$ cat config.mk
export PLATFORM = sky130hd
export DESIGN_NAME = slot_pwr_en_reg
export DESIGN_NICKNAME = d
export VERILOG_FILES = /design/src/rtl/slot_pwr_pkg.sv /design/src/rtl/slot_count_decode.sv /design/src/rtl/slot_power_cell.sv /design/src/rtl/slot_readback_mux.sv /design/src/rtl/slot_pwr_en_reg.sv
export SDC_FILE = /design/constraint.sdc
export NUM_CORES = 1
export LEC_CHECK = 0
export ABC_AREA = 1
export BUFFER_PORTS_ARGS = -buffer_cell sky130_fd_sc_hd__buf_2
export CAP_MARGIN = 10
export CORE_MARGIN = 2
export CORE_UTILIZATION = 34
export DETAILED_ROUTE_END_ITERATION = 8
export PLACE_DENSITY = 0.72
export SLEW_MARGIN = 0
export SYNTH_ARGS = -nofsm -noshare
export SYNTH_HDL_FRONTEND = slang
export SYNTH_SLANG_ARGS = --single-unit
$ cat constraint.sdc
create_clock -name clk -period 1.1 [get_ports clk]
set_input_delay 0.055 -clock clk [delete_from_list [all_inputs] [get_ports clk]]
set_output_delay 0.055 -clock clk [all_outputs]
set_load 0.02 [all_outputs]
$ cat src/rtl/slot_pwr_pkg.sv
// Package: shared sizes and types for the slot power request register.
// Assumes at most eight slots, so that a 3-bit strap can count them.
package slot_pwr_pkg;
    localparam int N_SLOTS = 6;
    localparam int REG_W   = 8;
    localparam int STRAP_W = 3;
    localparam int IDX_W   = (N_SLOTS > 1) ? $clog2(N_SLOTS) : 1;

    typedef logic [N_SLOTS-1:0] slot_vec_t;
endpackage

$ cat src/rtl/slot_count_decode.sv
// Turns the slot-count strap into a populated-slot mask and the index of the
// highest populated slot. Zero or out-of-range strap values mean every slot.
// Assumes the strap is quasi-static; the decode is purely combinational.
module slot_count_decode #(
    parameter int N_SLOTS = 6,
    parameter int STRAP_W = 3,
    localparam int IDX_W  = (N_SLOTS > 1) ? $clog2(N_SLOTS) : 1
) (
    input  logic [STRAP_W-1:0] strap,
    output logic [N_SLOTS-1:0] en_mask,
    output logic [IDX_W-1:0]   last_idx
);
    int unsigned cnt;

    // Clamp the strap to a count in the range 1..N_SLOTS.
    always_comb begin
        if (strap == '0 || int'(strap) > N_SLOTS) cnt = N_SLOTS;
        else                                      cnt = int'(strap);
    end

    // Build the mask and the top index from the count.
    always_comb begin
        for (int i = 0; i < N_SLOTS; i++) en_mask[i] = (i < int'(cnt));
        last_idx = IDX_W'(cnt - 1);
    end
endmodule

$ cat src/rtl/slot_power_cell.sv
// One slot's stored power request bit, with its write rules. The clear event
// takes priority, then the populated check, then the latch and connection rules.
// Assumes all inputs are synchronous to clk.
module slot_power_cell (
    input  logic clk,
    input  logic rst_n,
    input  logic slot_en,
    input  logic wr_en,
    input  logic wr_bit,
    input  logic latch_open,
    input  logic connected,
    input  logic clr,
    output logic q
);
    // Update the request bit under the slot's write rules.
    always_ff @(posedge clk) begin
        if (!rst_n) begin
            q <= 1'b0;
        end else if (clr || !slot_en) begin
            q <= 1'b0;
        end else if (wr_en && !latch_open) begin
            if (wr_bit)          q <= 1'b1;
            else if (!connected) q <= 1'b0;
        end
    end
endmodule

$ cat src/rtl/slot_readback_mux.sv
// Builds the read value. Populated slots show their own bit. Unpopulated slots
// copy the bit of the highest populated slot. Bits above the slots read zero.
// Assumes last_idx always names a populated slot.
module slot_readback_mux #(
    parameter int N_SLOTS = 6,
    parameter int REG_W   = 8,
    localparam int IDX_W  = (N_SLOTS > 1) ? $clog2(N_SLOTS) : 1
) (
    input  logic [N_SLOTS-1:0] q,
    input  logic [N_SLOTS-1:0] en_mask,
    input  logic [IDX_W-1:0]   last_idx,
    output logic [REG_W-1:0]   rd_data
);
    // Select, for each slot bit, either its own bit or the mirrored one.
    always_comb begin
        rd_data = '0;
        for (int i = 0; i < N_SLOTS; i++)
            rd_data[i] = en_mask[i] ? q[i] : q[last_idx];
    end
endmodule

$ cat src/rtl/slot_pwr_en_reg.sv
// Top level of the hot-plug slot power request register. It decodes the strap,
// holds one rule-checked cell per slot and mirrors the readback. Assumes the
// companion slot-enable register delivers one-cycle clear pulses per slot.
module slot_pwr_en_reg
    import slot_pwr_pkg::*;
#(
    parameter int NS = N_SLOTS,
    parameter int RW = REG_W,
    parameter int SW = STRAP_W
) (
    input  logic          clk,
    input  logic          rst_n,
    input  logic          wr_en,
    input  logic [RW-1:0] wr_data,
    output logic [RW-1:0] rd_data,
    input  logic [SW-1:0] strap_slots,
    input  logic [NS-1:0] latch_open,
    input  logic [NS-1:0] slot_connected,
    input  logic [NS-1:0] se_clear,
    output logic [NS-1:0] pwr_req
);
    localparam int IW = (NS > 1) ? $clog2(NS) : 1;

    logic [NS-1:0] en_mask;
    logic [IW-1:0] last_idx;
    logic [NS-1:0] q;

    slot_count_decode #(.N_SLOTS(NS), .STRAP_W(SW)) u_decode (
        .strap    (strap_slots),
        .en_mask  (en_mask),
        .last_idx (last_idx)
    );

    for (genvar g = 0; g < NS; g++) begin : g_slot
        slot_power_cell u_cell (
            .clk        (clk),
            .rst_n      (rst_n),
            .slot_en    (en_mask[g]),
            .wr_en      (wr_en),
            .wr_bit     (wr_data[g]),
            .latch_open (latch_open[g]),
            .connected  (slot_connected[g]),
            .clr        (se_clear[g]),
            .q          (q[g])
        );
    end

    slot_readback_mux #(.N_SLOTS(NS), .REG_W(RW)) u_rdmux (
        .q        (q),
        .en_mask  (en_mask),
        .last_idx (last_idx),
        .rd_data  (rd_data)
    );

    assign pwr_req = q;
endmodule

After elaboration in Yosys (flattened, before gate mapping)
Index checks and enable logic that the tools add are counted.
{"block": "word_totals", "ff_bits": 6, "latch_bits": 0, "ram_bits": 0, "mem_bits_ro": 0, "inputBits": 32, "out_inout_bits": 14, "wordCells": 81, "memories": 0}
{"block": "classes", "n_addsub": 1, "multipliers": 0, "n_div": 0, "n_lt_le_gt_ge": 8, "n_eq_ne": 6, "n_shift": 0, "muxes": 21, "bitwise": 1, "n_reduce_logical": 38}
{"operator": "$mux W1", "n": 19}
{"operator": "$logic_not A1 Y1", "n": 12}
{"operator": "$ne A2 B2 Y1 const B", "n": 6}
{"operator": "$reduce_and A2 Y1", "n": 6}
{"operator": "$reduce_or A2 Y1", "n": 6}
{"operator": "$logic_or A1 B1 Y1", "n": 7}
{"operator": "$logic_and A1 B1 Y1", "n": 6}
{"operator": "$lt A1 B3 Y1 const A", "n": 2}
{"operator": "$lt A2 B3 Y1 const A", "n": 2}
{"operator": "$lt A3 B3 Y1 const A", "n": 2}
{"operator": "$lt A3 B4 Y1 const B", "n": 1}
{"operator": "$bmux W1 S3", "n": 1}
{"operator": "$gt A3 B3 Y1 const B", "n": 1}
{"operator": "$logic_not A3 Y1", "n": 1}
{"operator": "$mux W3", "n": 1}
{"operator": "$sub A3 B1 Y3 const B", "n": 1}
{"operator": "$not A1 Y1", "n": 1}

Depth between registers and ports, before layout
Gate-level depths: netlist of run 1.
{"block": "logic_depth", "depth_word": 7, "ltp_mapped": 9, "depth_no_buf": 8}

By module
A second synthesis of run 1 with hierarchy kept.
{"block": "unflattened", "hier_cells": 118, "area_unflattened_um2": 705.7}
{"module": "slot_power_cell", "instances": 6, "cells_each": 8, "area_each_um2": 62.6, "seq_area_each_um2": 20.0}
{"module": "slot_readback_mux", "instances": 1, "cells_each": 46, "area_each_um2": 203.9, "seq_area_each_um2": 0.0}
{"module": "slot_count_decode", "instances": 1, "cells_each": 24, "area_each_um2": 126.4, "seq_area_each_um2": 0.0}

Least setup slack after synthesis of run 1
No wires, ideal clock.
{"block": "synth_timing", "path_type": "in2out", "startpoint": "input port strap_slots[1]", "endpoint": "output port rd_data[1]", "t_arrival_ns": 0.885, "t_required_ns": 1.045, "setup_slack_ns": 0.160, "path_stages": 9, "n_path_buf": 1, "cell_sequence": "buf_4 inv_1 o21ai_1 nand2_2 nand2_2 nand2_2 nand2_2 nand3_1 nand2_1"}
{"block": "synth_via", "elab_chain_len": 7, "word_cells_on_any_way": 9, "cone_classes": "add/sub (1); order compare (2); mux (4); reduce/logical (2)"}
{"item": "start, declared", "line": "slot_pwr_en_reg.sv:16", "source": "input logic [SW-1:0] strap_slots,"}
{"item": "$gt A3 B3 Y1 or $logic_not A3 Y1 (tied branches)", "line": "slot_count_decode.sv:17", "source": "if (strap == '0 || int'(strap) > N_SLOTS) cnt = N_SLOTS;"}
{"item": "$logic_or A1 B1 Y1", "line": "slot_count_decode.sv:17"}
{"item": "$mux W3 (*)", "line": "slot_count_decode.sv:17"}
{"item": "$sub A3 B1 Y3", "line": "slot_count_decode.sv:24", "source": "last_idx = IDX_W'(cnt - 1);"}
{"item": "$bmux W1 S3", "line": "slot_readback_mux.sv:18", "source": "rd_data[i] = en_mask[i] ? q[i] : q[last_idx];"}
{"item": "$mux W1 (not written as such)", "line": "slot_readback_mux.sv:18"}
{"item": "$mux W1 (*)", "line": "slot_readback_mux.sv:18"}
{"item": "end, declared", "line": "slot_pwr_en_reg.sv:15", "source": "output logic [RW-1:0] rd_data,"}
Every way passes the cells marked *; elsewhere a longest branch is shown, timed or not. The select of a mux whose other input is x is not followed.

Worst setup path in the final report of run 1
{"block": "layout_timing", "startpoint": "register g_slot[0].u_cell.q", "endpoint": "output port rd_data[5]"}
{"block": "layout_via", "elab_chain_len": 3}
{"item": "start, declared", "line": "slot_power_cell.sv:13", "source": "output logic q"}
{"item": "start signal, assigned", "line": "slot_power_cell.sv:18", "source": "q <= 1'b0;"}
{"item": "start signal, assigned", "line": "slot_power_cell.sv:20", "source": "q <= 1'b0;"}
{"item": "start signal, assigned", "line": "slot_power_cell.sv:22", "source": "if (wr_bit) q <= 1'b1;"}
{"item": "$bmux W1 S3", "line": "slot_readback_mux.sv:18"}
{"item": "$mux W1 (not written as such)", "line": "slot_readback_mux.sv:18"}
{"item": "$mux W1", "line": "slot_readback_mux.sv:18"}
No other way between the ends. The select of a mux whose other input is x is not followed.

==> results of run 1 <==
final cells by class:
class                   instances  area (µm²)
clock buffers                   3        22.5
fillers                       167         759
inverters                       9        33.8
multi-input cells              73         392
flip-flops and latches          6         126
well taps                      17        21.3
repair buffers                 53         334
repair_timing:
item / CTS / global route
setup buffers: 2 / 0
setup endpoints to repair: 5 / 5
hold buffers: 3 / 0
pin swaps: 4 / 4
resized for setup: 18 / 4
hold endpoints to repair: 3 / 0
synthesized netlist by cell type, drive strengths merged, types with 2 or more instances:
cell | n | area, µm²
o21ai | 5 | 43.8
buf | 10 | 72.6
a21oi | 7 | 35.0
nand3 | 2 | 10.0
inv | 9 | 33.8
o31ai | 4 | 30.0
nor2 | 9 | 33.8
dfxtp | 6 | 120
nand2 | 37 | 154
metal layers:
layer	track usage, %	part of all wire (%)	vias to the layer above
met1	18.5	41	338
met5	0	0	-
met4	13.7	2.1	0
met3	3.17	3.6	4
li1	-	-	398
met2	30.6	53	24
report_power, final:
group / switching (µW) / internal [µW]
logic: 119 / 103
clock network: 83.5 / 124
registers: 2.21 / 222
total: 204 / 449
stage by stage:
stage / hold WS [ns] / TNS [ns] / utilization [%] / power (µW) / cells
after floorplan: 0.132 / 0 / - / 344 / 99
after global placement: 0.220 / -0.0111 / 47.5 / 422 / 153
after detailed placement: 0.224 / -0.0382 / 47.5 / 427 / 153
after CTS: 0.0358 / -0.394 / 54.4 / 660 / 161
after global routing: 0.0480 / -0.703 / 55.0 / 705 / 161
final: 0.0418 / -0.334 / 55.0 / 653 / 161
kinds of logic (layout without fill, tap and decap cells):
| family | after synthesis | after routing | synth area share, % |
|---|---|---|---|
| and+or+nand+nor | 52 | 52 | 37.4 |
| buffers and inverters | 20 | 65 | 18.5 |
| AOI/OAI and AO/OA | 19 | 19 | 23.3 |
| DFF | 6 | 6 | 20.2 |
| other | 1 | 2 | 0.630 |
critical path, delay by kind of cell, from the launching register on:
family / cells / cell delay (ns)
flip-flops: 1 / 0.33
AO/OA/AOI/OAI: 1 / 0.06
buffers and inverters: 1 / 0.13
AND/OR/NAND/NOR: 5 / 0.36
worst max-delay path by stage:
stage,slack [ns],to,startpoint,cells after the start
finish,-0.08,rd_data[5],g_slot[0].u_cell.q,7
global route,-0.15,rd_data[4],g_slot[1].u_cell.q,7
CTS,-0.09,rd_data[5],g_slot[1].u_cell.q,7
detailed placement,-0.01,rd_data[5],strap_slots[1],10
global placement,-0.005,rd_data[2],strap_slots[2],9
floorplan,0.16,rd_data[1],strap_slots[1],9
==> results.ini, run 1 <==
[min_path]
min_path_cells = 4
min-delay-path-class = in -> reg
hp-start = se_clear[2]
hold_end = g_slot[2].u_cell.q

[layout]
final_nets = 178
final_layout_size_suffix_gt1_share_pct = 51.4
final_area_um2 = 930
syn_to_final_growth_pct = 56.1
diodes = 0
layout_common_cells = buf_2, nand2_1, nor2_1, buf_4
reg.largest.list = g_slot.u_cell.q x6
layout_commonest_cell = buf_2
largest_register_ffs = 6
regMostFlops = g_slot.u_cell.q

[detailed_routing]
viasPerCell = 4.75
dr.pass1.iters = 4
wl_um = 1650
num_vias = 764
drc = 0
drt_iter0_drc = 4
wl_per_cell_um = 10.3
ant_nets = 0

[floorplan]
coreArea_um2 = 1690
die_x_um = 45.9
rows = 15
start_util_pct = 35.3
boundaryPins = 46
die_area_um2 = 2100
fp.dieH_um = 45.9

[yosys]
syn_inst = 98
synth_flop_cell = dfxtp_1
yosysWarnings = 0
synth_cell_type_count = 24
ys_seq_elements = 6
synth_area_um2 = 596
yosysSeqAreaShare_pct = 20.2
syn_avg_cell_area_um2 = 6.08
synth_edf_count = 0
async_flop_share_pct = 0

[worst_setup_path]
reg2reg_from = g_slot[3].u_cell.q
critPathMaxFanout = 4
r2r_end = g_slot[3].u_cell.q
critPathKind = reg -> out
cp-start-kind = flip-flop
crit_required_ns = 1.04
rrSetupSlack_ns = 0.33
crit_slowest_cell = dfxtp_2
reg2regPathDepth = 3
crit_path_end_kind = primary output
cp_cell_sequence = nand2_1 > nand2_1 > nand2_2 > nand2_4 > nand2_2 > o21ai_2 > buf_6
cp_data_arrival_time_ns = 1.12
cpPeakStageDelay_ns = 0.33

[status]
violations = negative setup slack
status = finished with violations

[global_route]
grtUsageTotal_pct = 17.7
grt_max_degree = 12
grt_pass1_vias = 718
overflow = 0
grt_pass1_wl_um = 2660
antenna_found_initial = 0

[clocking]
clkSinkCount = 6
cts_root_buf = clkbuf_4
cts_tree = built
cts_buffers = 3
htree_levels = 1
clock_latency_ns = 0.24
cts_buffer_depth = 2
clk_pin_slew_ns = 0.05

[timing]
period_minus_slack_ns = 1.18
slew_violations = 0
finalSetupViolCount = 5
fmax_mhz = 848
skew_ns = 0
setup_ws_ns = -0.0789
hold_violations = 0
rsz0062_at_grt = yes
period_share_pct = 107

[place]
io_buffers = 41
place_area_um2 = 802
pre_cts_ws_ns = -0.0132
dp_hpwl_um = 1270
routabilityCongestion = 0.762

[power]
p_leak_uw = 0.000499
vdd_ir_drop_max_v = 0.000423
power_density_nw_per_um2 = 702

[job]
maxCapViolCount = 0

(Power assumes the default switching activity.)
==> inputs of run 2 (changes only) <==
--- a/config.mk
+++ b/config.mk
@@ -11,7 +11,7 @@
 export CORE_MARGIN = 2
 export CORE_UTILIZATION = 34
 export DETAILED_ROUTE_END_ITERATION = 8
-export PLACE_DENSITY = 0.72
+export PLACE_DENSITY = 0.69
 export SLEW_MARGIN = 0
 export SYNTH_ARGS = -nofsm -noshare
 export SYNTH_HDL_FRONTEND = slang
==> results.ini, run 2 (same netlist as run 1, synthesis figures left out) <==
[status]
status = finished with violations
violations = negative setup slack

[layout]
layout_common_cells = buf_2, nand2_1, nand2_2, buf_4, nor2_1
regMostFlops = g_slot.u_cell.q
syn_to_final_growth_pct = 58.2
final_cell_count_no_fill = 162
reg.largest.list = g_slot.u_cell.q x6
final_layout_size_suffix_gt1_share_pct = 53.1
layout_commonest_cell = buf_2
fin_util_pct = 55.8
n_fill_cell = 179
final_nets = 179
largest_register_ffs = 6
diodes = 0

[power]
intPower_uw = 450
p_leak_uw = 0.000505
power_density_nw_per_um2 = 701
p_comb_share_pct = 33.6
swShare_pct = 31.8
finalPower_uw = 661
p_clk_share_pct = 32.4
power.switching_uw = 210
power_frac_seq_pct = 34.0
vdd_ir_drop_max_v = 0.000438

[clocking]
clk_pin_slew_ns = 0.05
cts_tree = built
cts_root_buf = clkbuf_4
clock_latency_ns = 0.25
clkSinkCount = 6
htree_levels = 1
cts_buffer_depth = 2
cts_buffers = 3

[detailed_routing]
wl_per_cell_um = 10.2
num_vias = 783
dr.pass1.iters = 4
viasPerCell = 4.83
drc = 0
ant_nets = 0
wl_um = 1650
drt_iter0_drc = 12

[timing]
period_share_pct = 107
hold_violations = 0
setup_ws_ns = -0.0787
period_minus_slack_ns = 1.18
tns_ns = -0.327
slew_violations = 0
finalSetupViolCount = 5
skew_ns = 0
rsz0062_at_grt = yes
fmax_mhz = 848

[floorplan]
die_x_um = 45.9
die_area_um2 = 2100
rows = 15
coreArea_um2 = 1690
fp.dieH_um = 45.9
start_util_pct = 35.3
boundaryPins = 46

[global_route]
antenna_found_initial = 0
grt_pass1_vias = 648
grt_max_degree = 12
grtUsageTotal_pct = 17.2
grt_pass1_wl_um = 2580
overflow = 0

[worst_setup_path]
critPathMaxFanout = 4
cp-start-kind = flip-flop
cp_data_arrival_time_ns = 1.12
crit_path_end_kind = primary output
critPathKind = reg -> out
crit_required_ns = 1.04

[place]
dp_hpwl_um = 1250
routabilityCongestion = 0.757
io_buffers = 41
placed_cells = 153

[min_path]
min-delay-path-class = in -> reg

[job]
maxCapViolCount = 0

## run 2: changes by cell type in the layout (fill, tap and decap cells not counted)
cell,before,now
buf_4,9,10
nand2_1,28,26
nand2_2,8,10
## run 2: timing repair
item / CTS / global route
hold endpoints to repair: 3 / 0
hold buffers: 3 / 0
gates resized for setup: 18 / 6
setup buffers: 2 / 1
pin swaps: 3 / 6
endpoints found under the setup margin: 5 / 5
## run 2: area by class of cell
cell class	count	area, µm²	area share, %
clock buffers	3	22.5	2.39
flip-flops and latches	6	126	13.4
well taps	17	21.3	2.26
inverters	9	33.8	3.59
multi-input cells	73	397	42.1
repair buffers	54	342	36.3
## run 2: layer usage
layer	vias to the layer above	routed length, µm	GRT usage (%)
met2	24	877	29.2
li1	400	-	-
met4	0	39	10.3
met3	4	75	1.59
met1	355	659	20.6
met5	-	0	0
## run 2: path summary, 6_finish.rpt
path	start	to	slack, ns	depth (start not counted)
max	g_slot[0].u_cell.q	rd_data[4]	-0.08	7
min	se_clear[2]	g_slot[2].u_cell.q	0.04	4
max reg2reg	g_slot[0].u_cell.q	g_slot[0].u_cell.q	0.23	4
min reg2reg	g_slot[4].u_cell.q	g_slot[4].u_cell.q	0.50	2
## run 2: worst max-delay path: stages (launching register included)
cell     delay (ns)
dfxtp_2        0.33
nand2_2        0.06
nand2_2        0.08
nand2_2        0.06
nand2_4        0.08
nand2_2        0.07
o21ai_2        0.06
buf_6          0.13
## run 2: through the flow
stage                     setup slack, ns  hold WS [ns]  area [µm²]
after detailed placement          -0.0134         0.222         802
after global routing               -0.136        0.0540         942
after floorplan                     0.160         0.132         599
after CTS                         -0.0859        0.0353         918
after global placement           -0.00911         0.220         802
final                             -0.0787        0.0403         942
## run 2: power by group through the flow
stage / sequential [µW] / clock, µW / combinational [µW]
3_3_place_gp: 228 / 0 / 193
3_5_place_dp: 229 / 0 / 197
2_1_floorplan: 228 / 0 / 116
6_report: 224 / 214 / 222
5_1_grt: 224 / 231 / 249
4_1_cts: 224 / 221 / 218
==> inputs of run 3 (changes only) <==
--- a/config.mk
+++ b/config.mk
@@ -8,9 +8,9 @@
 export ABC_AREA = 1
 export BUFFER_PORTS_ARGS = -buffer_cell sky130_fd_sc_hd__buf_2
 export CAP_MARGIN = 10
-export CORE_MARGIN = 2
 export CORE_UTILIZATION = 34
 export DETAILED_ROUTE_END_ITERATION = 8
+export GPL_TIMING_DRIVEN = 0
 export PLACE_DENSITY = 0.69
 export SLEW_MARGIN = 0
 export SYNTH_ARGS = -nofsm -noshare
==> constraint.sdc (replaced) <==
create_clock -name clk -period 1.38 [get_ports clk]
set_input_delay 0.069 -clock clk [delete_from_list [all_inputs] [get_ports clk]]
set_output_delay 0.069 -clock clk [all_outputs]
set_load 0.02 [all_outputs]
==> results.ini, run 3 (same netlist as run 1, synthesis figures left out) <==
[floorplan]
start_util_pct = 37.8
fp.dieH_um = 43.9
rows = 14
die_x_um = 43.9
coreArea_um2 = 1580
boundaryPins = 46
die_area_um2 = 1920

[worst_setup_path]
critPathKind = reg -> out
r2r_end = g_slot[3].u_cell.q
crit_path_end_kind = primary output
reg2reg_from = g_slot[3].u_cell.q
rrSetupSlack_ns = 0.63
cpMostUsedCell = nand2_1
cpPeakStageDelay_ns = 0.39
reg2regPathDepth = 2
critPathMaxFanout = 4
cp-start-kind = flip-flop
startpoint = g_slot[3].u_cell.q
cp_data_arrival_time_ns = 1.21
crit_slowest_cell = dfxtp_1
crit_required_ns = 1.31
cp_cell_sequence = nand2_1 > nand2_1 > nand2_1 > nand2_2 > nand2_2 > o21ai_2 > buf_2

[min_path]
hold_end = g_slot[5].u_cell.q
min-delay-path-class = in -> reg
min_path_cells = 2
hp-start = se_clear[5]

[place]
dp_hpwl_um = 1200
routabilityCongestion = 0.733
io_buffers = 40
place_area_um2 = 820

[clocking]
postCtsSetupRepairBufs = 0
cts_buffer_depth = 2
cts-hold-fix-buffers = 2
clock_latency_ns = 0.24
cts_tree = built
cts_resized = 0
htree_levels = 1
clkSinkCount = 6
cts_buffers = 3
clk_pin_slew_ns = 0.05
cts_root_buf = clkbuf_4

[layout]
syn_to_final_growth_pct = 44.7
final_area_um2 = 862
layout_common_cells = buf_2, nand2_1, buf_4, nor2_1, inv_1
largest_register_ffs = 6
regMostFlops = g_slot.u_cell.q
final_nets = 178
diodes = 0
reg.largest.list = g_slot.u_cell.q x6
fin_util_pct = 54.7
layout_commonest_cell = buf_2
final_layout_size_suffix_gt1_share_pct = 44.4

[power]
vdd_ir_drop_max_v = 0.000482
p_leak_uw = 0.000493
power_density_nw_per_um2 = 585

[job]
maxCapViolCount = 0

[timing]
period_share_pct = 92.6
hold-worst-slack_ns = 0.00522
hold_violations = 0
tns_ns = 0
period_minus_slack_ns = 1.28
slew_violations = 0
skew_ns = 0
rsz0062_at_grt = no
fmax_mhz = 782
finalSetupViolCount = 0

[detailed_routing]
dr.pass1.iters = 6
wl_per_cell_um = 9.21
num_vias = 740
drc = 0
ant_nets = 0
viasPerCell = 4.63
wl_um = 1470
drt_iter0_drc = 10

[global_route]
grt_max_degree = 11
grtUsageTotal_pct = 17.6
grt_pass1_wl_um = 2500
grt_pass1_vias = 642
overflow = 0
antenna_found_initial = 0

[status]
status = finished clean

==> run 3: cell types whose count changed in the layout (fill, tap and decap cells not counted), sizes merged <==
cell,change
buf,-1
clkbuf,+1
dlygate4sd3,-1
==> run 3: worst max path at each step <==
| stage | depth (start not counted) | slack [ns] | to |
|---|---|---|---|
| finish | 7 | 0.10 | rd_data[4] |
| global route | 7 | 0.02 | rd_data[4] |
| CTS | 7 | 0.1 | rd_data[4] |
| detailed placement | 9 | 0.22 | rd_data[4] |
| global placement | 9 | 0.22 | rd_data[2] |
| floorplan | 9 | 0.41 | rd_data[1] |
==> run 3: metrics by stage <==
stage	cells	total power [µW]	setup WS (ns)
after floorplan	99	275	0.412
after global placement	155	334	0.223
after detailed placement	155	338	0.224
after CTS	160	506	0.0961
after global routing	160	534	0.0165
final	160	505	0.102
==> run 3: power by group <==
| group | internal [µW] | switching [µW] |
|---|---|---|
| registers | 177 | 2.86 |
| logic | 72.5 | 86.9 |
| clock network | 98.6 | 67.1 |
==> run 3: critical path, delay by kind of cell (launching register included) <==
kind,cells,cell delay (ns)
buffers and inverters,1,0.17
and+or+nand+nor,5,0.34
DFF,1,0.39
AOI/OAI and AO/OA,1,0.05
==> run 3: layer usage <==
layer	wire length (µm)	GRT usage [%]	vias to the layer above
met5	0	0	-
met2	725	29.9	24
met1	650	20.7	314
met3	58	3.75	4
met4	38	9.09	0
li1	-	-	398
==> run 3: area by class of cell <==
| cell class | instances | area [µm²] |
|---|---|---|
| clock buffer | 3 | 22.5 |
| sequential | 6 | 120 |
| inverter | 9 | 33.8 |
| multi-input combinational | 73 | 369 |
| fill | 170 | 714 |
| timing repair buffer | 42 | 220 |
| buffer | 11 | 76.3 |
| tap | 16 | 20.0 |
